**config.mk**
```make
export PLATFORM = sky130hd
export DESIGN_NAME = ubt_xcvr
export DESIGN_NICKNAME = d
export VERILOG_FILES = /design/src/rtl/ubt_pkg.sv /design/src/rtl/ubt_fall_det.sv /design/src/rtl/ubt_store.sv /design/src/rtl/ubt_lane.sv /design/src/rtl/ubt_xcvr.sv
export SDC_FILE = /design/constraint.sdc
export NUM_CORES = 1
export LEC_CHECK = 0
export BUFFER_PORTS_ARGS = -buffer_cell sky130_fd_sc_hd__buf_2
export CELL_PAD_IN_SITES_DETAIL_PLACEMENT = 0
export CELL_PAD_IN_SITES_GLOBAL_PLACEMENT = 2
export CORE_AREA = 2 2 79 81
export CTS_CLUSTER_SIZE = 24
export DETAILED_ROUTE_END_ITERATION = 8
export DIE_AREA = 0 0 81 83
export PLACE_DENSITY = 0.89
export SLEW_MARGIN = 5
export SYNTH_ARGS = -nofsm -noshare
export SYNTH_HDL_FRONTEND = slang
export SYNTH_SLANG_ARGS = --single-unit
```
**constraint.sdc**
```tcl
create_clock -name clk_i -period 2.26 [get_ports clk_i]
set_input_delay 0.565 -clock clk_i [delete_from_list [all_inputs] [get_ports clk_i]]
set_output_delay 0.565 -clock clk_i [all_outputs]
set_load 0.005 [all_outputs]
```
**src/rtl/ubt_pkg.sv**
```systemverilog
package ubt_pkg;
  localparam int unsigned DATA_W = 18;

  typedef enum logic {
    OE_ACT_HIGH = 1'b0,
    OE_ACT_LOW  = 1'b1
  } oe_pol_e;
endpackage

```
**src/rtl/ubt_fall_det.sv**
```systemverilog
module ubt_fall_det (
  input  logic clk_i,
  input  logic rst_ni,
  input  logic strobe_i,
  output logic fall_o
);
  logic strobe_q;

  always_ff @(posedge clk_i or negedge rst_ni) begin
    if (!rst_ni) strobe_q <= 1'b0;
    else         strobe_q <= strobe_i;
  end

  assign fall_o = strobe_q & ~strobe_i;
endmodule

```
**src/rtl/ubt_store.sv**
```systemverilog
module ubt_store #(
  parameter int unsigned WIDTH = ubt_pkg::DATA_W
) (
  input  logic             clk_i,
  input  logic             rst_ni,
  input  logic [WIDTH-1:0] d_i,
  input  logic             le_i,
  input  logic             fall_i,
  output logic [WIDTH-1:0] q_o
);
  logic [WIDTH-1:0] word_q;

  // transparent phase keeps tracking so the last word survives le falling
  always_ff @(posedge clk_i or negedge rst_ni) begin
    if (!rst_ni)             word_q <= '0;
    else if (le_i || fall_i) word_q <= d_i;
  end

  assign q_o = le_i ? d_i : word_q;
endmodule

```
**src/rtl/ubt_lane.sv**
```systemverilog
module ubt_lane #(
  parameter int unsigned     WIDTH  = ubt_pkg::DATA_W,
  parameter ubt_pkg::oe_pol_e OE_POL = ubt_pkg::OE_ACT_HIGH
) (
  input  logic             clk_i,
  input  logic             rst_ni,
  input  logic [WIDTH-1:0] d_i,
  input  logic             le_i,
  input  logic             strobe_i,
  input  logic             oe_i,
  output logic [WIDTH-1:0] q_o,
  output logic             drive_o
);
  logic fall;

  ubt_fall_det u_fall (
    .clk_i   (clk_i),
    .rst_ni  (rst_ni),
    .strobe_i(strobe_i),
    .fall_o  (fall)
  );

  ubt_store #(.WIDTH(WIDTH)) u_store (
    .clk_i (clk_i),
    .rst_ni(rst_ni),
    .d_i   (d_i),
    .le_i  (le_i),
    .fall_i(fall),
    .q_o   (q_o)
  );

  generate
    if (OE_POL == ubt_pkg::OE_ACT_LOW) begin : g_oe_low
      assign drive_o = ~oe_i;
    end else begin : g_oe_high
      assign drive_o = oe_i;
    end
  endgenerate
endmodule

```
**src/rtl/ubt_xcvr.sv**
```systemverilog
module ubt_xcvr #(
  parameter int unsigned WIDTH = ubt_pkg::DATA_W
) (
  input  logic             clk_i,
  input  logic             rst_ni,
  input  logic [WIDTH-1:0] a_i,
  input  logic [WIDTH-1:0] b_i,
  input  logic             ab_le_i,
  input  logic             ab_clk_i,
  input  logic             ab_oe_i,
  input  logic             ba_le_i,
  input  logic             ba_clk_i,
  input  logic             ba_oe_ni,
  output logic [WIDTH-1:0] b_o,
  output logic             b_oe_o,
  output logic [WIDTH-1:0] a_o,
  output logic             a_oe_o
);
  ubt_lane #(.WIDTH(WIDTH), .OE_POL(ubt_pkg::OE_ACT_HIGH)) u_ab (
    .clk_i   (clk_i),
    .rst_ni  (rst_ni),
    .d_i     (a_i),
    .le_i    (ab_le_i),
    .strobe_i(ab_clk_i),
    .oe_i    (ab_oe_i),
    .q_o     (b_o),
    .drive_o (b_oe_o)
  );

  ubt_lane #(.WIDTH(WIDTH), .OE_POL(ubt_pkg::OE_ACT_LOW)) u_ba (
    .clk_i   (clk_i),
    .rst_ni  (rst_ni),
    .d_i     (b_i),
    .le_i    (ba_le_i),
    .strobe_i(ba_clk_i),
    .oe_i    (ba_oe_ni),
    .q_o     (a_o),
    .drive_o (a_oe_o)
  );
endmodule

```
; ---- Yosys cells after proc, flatten, opt, wreduce, memory -nomap -nowiden
; Index checks and enable logic that the tools add are counted.
[op_classes]
add_sub_neg = 0
n_mul = 0
div_mod_pow = 0
n_lt_le_gt_ge = 0
n_eq_ne = 0
shift = 0
muxes = 2
n_bitwise = 5
reduce_logical = 2
[op_table]
columns = operator, n
row1 = 18-bit two-way mux, 2
row2 = 1-bit NOT, 3
row3 = 1-bit bitwise AND, 2
row4 = 1-bit logical OR, 2
[totals]
regBits = 38
latch_bits = 0
ramBits = 0
rom_bits = 0
input_bits = 44
output_inout_bits = 38
wordCells = 13
memories = 0

; ---- Longest topological paths before layout
; Gate-level depths: netlist of the first run.
[depth]
depth_word = 3
mapped_depth = 4
mapped_depth_nobuf = 3

; ---- By module
; A second synthesis of the first run with hierarchy kept.
[unflattened]
cells_unflattened = 122
hier_area_um2 = 1993.2
[modules_own_cells]
columns = module, instances, cells_per_inst, area_per_inst_um2, seq_area_each_um2
row1 = ubt_store, 2, 58, 952.2, 450.4
row2 = ubt_fall_det, 2, 2, 38.8, 25.0
row3 = ubt_lane (u_ab), 1, 1, 7.5, 0.0
row4 = ubt_lane (u_ba), 1, 1, 3.8, 0.0

; ---- Worst setup path after synthesis of the first run
; Ideal clock, no wire load.
[synth_path]
path_kind = input to output
start = in ba_le_i
end = out a_o[0]
arrival_time_ns = 1.253
path_slack_ns = 0.442
path_stages = 3
n_path_buf = 2
path_cell_list = buf_6 > buf_2 > mux2_2
[synth_via]
elab_chain_cells = 1
[synth_lines]
columns = item, line
row1 = from (decl), ubt_xcvr.sv:11  ; input logic ba_le_i,
row2 = 18-bit two-way mux, ubt_store.sv:19  ; assign q_o = le_i ? d_i : word_q;
row3 = to (decl), ubt_xcvr.sv:16  ; output logic [WIDTH-1:0] a_o,
; No other way between the ends.

; ---- Worst setup path in the final report of the first run
[layout_path]
start = in ab_le_i
end = out b_o[2]
[layout_via]
elab_chain_cells = 1
[layout_lines]
columns = item, line
row1 = from (decl), ubt_xcvr.sv:8  ; input logic ab_le_i,
row2 = 18-bit two-way mux, ubt_store.sv:19
row3 = to (decl), ubt_xcvr.sv:14  ; output logic [WIDTH-1:0] b_o,
; No other way between the ends.

==> impl_metrics.py, run 1 <==
metrics = {
    "yosys": {
        "yosysWarningCount": 0,
        "syn-cell-area_mm2": 0.00196,
        "syn-num-nets": 166,
        "ys_types": 9,
        "synth_area_leader_cell": "dfrtp_1",
        "ys_seq_area_share_pct": 48.5,
        "synth_cells": 122,
        "synth_top_area_share_pct": 48.5,
        "synthTopCellsByArea": "dfrtp_1 (49%), mux2_2 (30%), mux2_4 (15%)",
        "avgSynthCellArea_um2": 16.1,
        "ys_ff_latch": 38,
    },
    "timing": {
        "fin_crit_sh_pct": 90.4,
        "fin_setup_tns_ps": 0,
        "rsz0062_at_grt": "false",
        "slew_headroom_pct": 68.6,
        "final_max_slew_viol_count": 0,
        "finalHoldViolCount": 0,
        "setup_viol": 0,
        "finClkSkew_ps": 3.08,
        "fmax_ghz": 0.489,
        "min_period_ps": 2040,
        "worstMarginPinSlew_ps": 470,
    },
    "global_routing": {
        "use_met3_pct": 2.83,
        "global_route.usage.met2_pct": 18.6,
        "grt_max_degree": 39,
        "grtUsageMet1_pct": 15.4,
        "grt_pass1_wl_mm": 6.10,
        "busiest_layer": "met2",
        "antenna_found_initial": 0,
        "track_usage_pct": 11.7,
        "grt_remaining_overflow": 0,
        "grt_pass1_vias": 1246,
    },
    "die": {
        "io_pins": 82,
        "die_h_um": 83,
        "rows": 28,
        "fp.dieArea_mm2": 0.00672,
        "fp.coreArea_mm2": 0.00582,
        "initial_core_util_pct": 33.7,
        "fp.dieW_um": 81,
    },
    "setup_path": {
        "crit_path_start_kind": "primary input",
        "worstSetupPathType": "primary input to output port",
        "worstPathMaxFanout": 19,
        "worst_setup_path_end_kind": "output port",
        "required_ps": 1690,
        "cp_data_arrival_time_ps": 1480,
    },
    "route": {
        "drtIter0Drc": 47,
        "viasPerCell": 4.51,
        "dr.pass1.iters": 4,
        "vias": 1271,
        "drc": 0,
        "drt-total-wl_mm": 3.86,
        "wl_per_cell_um": 13.7,
        "drtAntennaViolNets": 0,
    },
    "clock_network": {
        "htree_levels": 2,
        "path_clk_slew_ps": 80,
        "max-clock-path-buffers": 2,
        "cts_resized": 0,
        "cts_setup_buffers": 0,
        "numCtsBuffers": 5,
        "hold_buffers": 0,
        "clk_latency_ps": 280,
        "clkSinkCount": 38,
        "cts_root_buffer": "clkbuf_8",
        "tritoncts": "yes",
    },
    "power_and_ir_drop": {
        "power_density_mw_per_mm2": 640,
        "p_leak_nw": 1.21,
        "vdd_drop_max_mv": 0.272,
        "total_power_mw": 1.61,
    },
    "place": {
        "dp_hpwl_mm": 2.77,
        "dpl_cell_area_mm2": 0.00242,
        "place.gp.congestion": 0.688,
        "place_inst": 274,
        "port_buffers": 79,
    },
    "layout": {
        "final-instance-count-excl-fill": 282,
        "drive_above_1_share_pct": 80.2,
        "final_area_mm2": 0.00251,
        "n_fill_cell": 572,
        "diodes": 0,
        "area_growth_pct": 28.3,
        "nets": 250,
        "utilization_pct": 43.2,
    },
    "worst_hold_path": {
        "hp-class": "primary input to asynchronous set/reset pin",
    },
    "outcome": {
        "status": "finished clean",
    },
    "job": {
        "max_cap_viol_count": 0,
    },
}
-- final timing paths --
| check | startpoint | end | slack, ps | cells after the start |
|---|---|---|---|---|
| max | ab_le_i | b_o[2] | 220 | 3 |
| min | rst_ni | u_ab.u_store.word_q[3] | 230 | 2 |
| max reg2reg | u_ba.u_fall.strobe_q | u_ba.u_store.word_q[10] | 910 | 3 |
| min reg2reg | u_ba.u_store.word_q[2] | u_ba.u_store.word_q[2] | 510 | 1 |
| max in group asynchronous | rst_ni | u_ba.u_store.word_q[11] | 1830 | 2 |
| min in group clk_i | ab_clk_i | u_ab.u_fall.strobe_q | 400 | 1 |
-- layer usage --
| metal | wire length, µm | up-vias | part of all wire, % |
|---|---|---|---|
| met5 | 0 | - | 0 |
| met2 | 1790 | 41 | 46 |
| met4 | 56 | 0 | 1.4 |
| met3 | 231 | 4 | 6.0 |
| met1 | 1790 | 625 | 46 |
| li1 | - | 601 | - |
-- cell usage in the layout, fill, tap and decap left out --
master	Yosys	final
buf_12	2	1
dfrtp_1	38	38
buf_2	2	79
mux2_2	52	52
a21oi_4	2	2
clkinvlp_4	0	1
clkbuf_8	0	6
mux2_4	20	20
clkinv_2	0	1
buf_4	1	4
inv_1	3	3
-- kinds of logic after synthesis --
group	share of synthesized area, %
mux	45.2
flops	48.5
buf+inv	4.66
compound gates	1.66
-- cell type report --
class                           instances  area (µm²)  area share (%)
Sequential cell                        38         951            37.8
Multi-Input combinational cell         74         918            36.5
Clock buffer                            6        82.6            3.28
Clock inverter                          2        12.5           0.498
Timing Repair Buffer                   84         445            17.7
Tap cell                               75        93.8            3.73
Inverter                                3        11.3           0.448
-- registers in the layout (all words and copies together), names as in the netlist --
name / count
u_ab.u_fall.strobe_q: 1
u_ab.u_store.word_q: 18
u_ba.u_fall.strobe_q: 1
u_ba.u_store.word_q: 18
-- Yosys cell counts --
master and count:
inv_1 3, mux2_4 20, buf_6 2, buf_4 1, buf_12 2, a21oi_4 2
mux2_2 52, buf_2 2, dfrtp_1 38
-- where the power goes --
| part | internal [mW] | switching [mW] |
|---|---|---|
| Clock | 0.245 | 0.239 |
| Combinational | 0.217 | 0.128 |
| Sequential | 0.746 | 0.0322 |
| Total | 1.21 | 0.400 |
-- worst max-delay path, stage by stage --
cell and delay, ps:
buf_2 390, mux2_2 390, buf_2 130
-- stage by stage --
| stage | setup WS, ps | hold WS [ps] |
|---|---|---|
| floorplan | 442 | 269 |
| global placement | 194 | 483 |
| detailed placement | 187 | 490 |
| CTS | 184 | 230 |
| global route | 151 | 246 |
| finish | 217 | 227 |
No activity file was read; power rests on OpenSTA's default activity.
==> inputs of run 2 (changes only) <==
--- a/config.mk
+++ b/config.mk
@@ -13,7 +13,9 @@
 export DETAILED_ROUTE_END_ITERATION = 8
 export DIE_AREA = 0 0 81 83
 export PLACE_DENSITY = 0.89
+export RECOVER_POWER = 50
 export SLEW_MARGIN = 5
 export SYNTH_ARGS = -nofsm -noshare
 export SYNTH_HDL_FRONTEND = slang
 export SYNTH_SLANG_ARGS = --single-unit
+export TNS_END_PERCENT = 50
==> run 2 against run 1 <==
Register-to-register slack worse by 360 ps. Core utilization decreased by 1.2 points. Combinational power decreased by 6.1%. Critical path depth is 1 higher. Total power decreased by 1.5%. Sequential power about the same. Die area unchanged. Flip-flop and latch count stayed put. Routed wire length decreased by 1.0%. Critical endpoint is now u_ba.u_store.word_q[10]. Global-route usage did not move. Via count decreased by 0.31%. Clock skew barely moved.
==> impl_metrics.py, run 2 (synthesized netlist as in run 1, its figures left out) <==
metrics = {
    "global_routing": {
        "track_usage_pct": 11.7,
        "antenna_found_initial": 0,
        "grt_pass1_vias": 1246,
        "grt_max_degree": 39,
        "grt_remaining_overflow": 0,
        "grt_pass1_wl_mm": 6.10,
    },
    "place": {
        "port_buffers": 79,
        "dp_hpwl_mm": 2.77,
        "place.gp.congestion": 0.688,
    },
    "die": {
        "rows": 28,
        "fp.dieW_um": 81,
        "io_pins": 82,
        "fp.coreArea_mm2": 0.00582,
        "fp.dieArea_mm2": 0.00672,
        "initial_core_util_pct": 33.7,
        "die_h_um": 83,
    },
    "power_and_ir_drop": {
        "pwr-share-seq_pct": 49.0,
        "vdd_drop_max_mv": 0.264,
        "power_frac_comb_pct": 20.5,
        "clockPowerShare_pct": 30.5,
        "switchingPower_mw": 0.392,
        "swShare_pct": 24.8,
        "power_density_mw_per_mm2": 648,
        "p_leak_nw": 1.18,
        "p_int_mw": 1.19,
    },
    "timing": {
        "finalHoldViolCount": 0,
        "worstMarginPinSlew_ps": 954,
        "final_max_slew_viol_count": 0,
        "fmax_ghz": 0.487,
        "setup_viol": 0,
        "finClkSkew_ps": 2.80,
        "fin_crit_sh_pct": 90.8,
        "min_period_ps": 2050,
        "slew_headroom_pct": 36.4,
        "fin_setup_tns_ps": 0,
        "rsz0062_at_grt": "false",
        "whs_ps": 398,
    },
    "route": {
        "drtAntennaViolNets": 0,
        "drtIter0Drc": 35,
        "dr.pass1.iters": 4,
        "wl_per_cell_um": 13.6,
        "vias": 1267,
        "viasPerCell": 4.49,
        "drt-total-wl_mm": 3.82,
        "drc": 0,
    },
    "layout": {
        "final_common_cell": "buf_2",
        "largest_registers": "u_ab.u_store.word_q: 18 flops, u_ba.u_store.word_q: 18 flops",
        "drive_above_1_share_pct": 75.4,
        "area_growth_pct": 24.8,
        "diodes": 0,
        "n_fill_cell": 582,
        "nets": 250,
        "final_cell_mix": "buf_2 (78), mux2_2 (52), dfrtp_1 (38)",
        "utilization_pct": 42.1,
    },
    "clock_network": {
        "numCtsBuffers": 5,
        "clk_latency_ps": 280,
        "clkSinkCount": 38,
        "cts_setup_buffers": 0,
        "max-clock-path-buffers": 2,
        "hold_buffers": 0,
        "cts_resized": 0,
        "htree_levels": 2,
        "tritoncts": "yes",
        "cts_root_buffer": "clkbuf_8",
        "path_clk_slew_ps": 80,
    },
    "worst_hold_path": {
        "hp-class": "primary input to flop",
    },
    "setup_path": {
        "cp_data_arrival_time_ps": 2220,
        "slowest_stage": "a21oi_1",
        "critPathTopFamily": "compound AO/OA/AOI/OAI gates",
        "path_buf_inv": 2,
        "slowest_delay_ps": 700,
        "path_cells": "clkbuf_2 > a21oi_1 > buf_4 > mux2_4",
        "required_ps": 2430,
        "worstSetupPathType": "primary input to flop",
        "worst_setup_path_end_kind": "flop",
        "worstPathMaxFanout": 19,
        "crit_path_start_kind": "primary input",
    },
    "job": {
        "max_cap_viol_count": 0,
    },
    "outcome": {
        "status": "finished clean",
    },
}
run 2: final timing paths:
kind | start | cells past startpoint | slack [ps] | to
max reg2reg | u_ba.u_fall.strobe_q | 3 | 550 | u_ba.u_store.word_q[10]
max in group asynchronous | rst_ni | 2 | 1160 | u_ba.u_store.word_q[11]
min | ab_clk_i | 1 | 400 | u_ab.u_fall.strobe_q
min reg2reg | u_ab.u_store.word_q[0] | 1 | 500 | u_ab.u_store.word_q[0]
min in group asynchronous | rst_ni | 2 | 500 | u_ab.u_store.word_q[3]
max | ba_le_i | 4 | 210 | u_ba.u_store.word_q[10]
run 2: layout make-up:
type / instances / area [µm²] / share of cell area [%]
repair buffers: 84 / 423 / 17.3
multi-input cells: 74 / 873 / 35.7
inverters: 3 / 11.3 / 0.460
clock inverters: 2 / 12.5 / 0.511
well taps: 75 / 93.8 / 3.83
flip-flops and latches: 38 / 951 / 38.9
clock buffers: 6 / 82.6 / 3.37
run 2: per-layer routing:
layer	part of all wire, %	vias up	global-route usage (%)
li1	-	601	-
met1	45	621	15.4
met2	47	41	18.6
met3	6.7	4	2.83
met4	1.5	0	4.16
met5	0	-	0
run 2: per-stage QoR:
stage               cell area, µm²  power [mW]  worst slack, ps  std cells
floorplan                     1960        1.00              442        122
global placement              2420        1.14              194        274
detailed placement            2420        1.14              187        274
CTS                           2510        1.64              184        282
global route                  2450        1.68              101        282
finish                        2450        1.59              207        282
run 2: power groups by stage:
stage          clock, mW  combinational (mW)  sequential, mW
2_1_floorplan          0               0.220           0.782
3_3_place_gp           0               0.347           0.789
6_report           0.483               0.325           0.777
5_1_grt            0.535               0.359           0.786
3_5_place_dp           0               0.353           0.790
4_1_cts            0.509               0.354           0.778
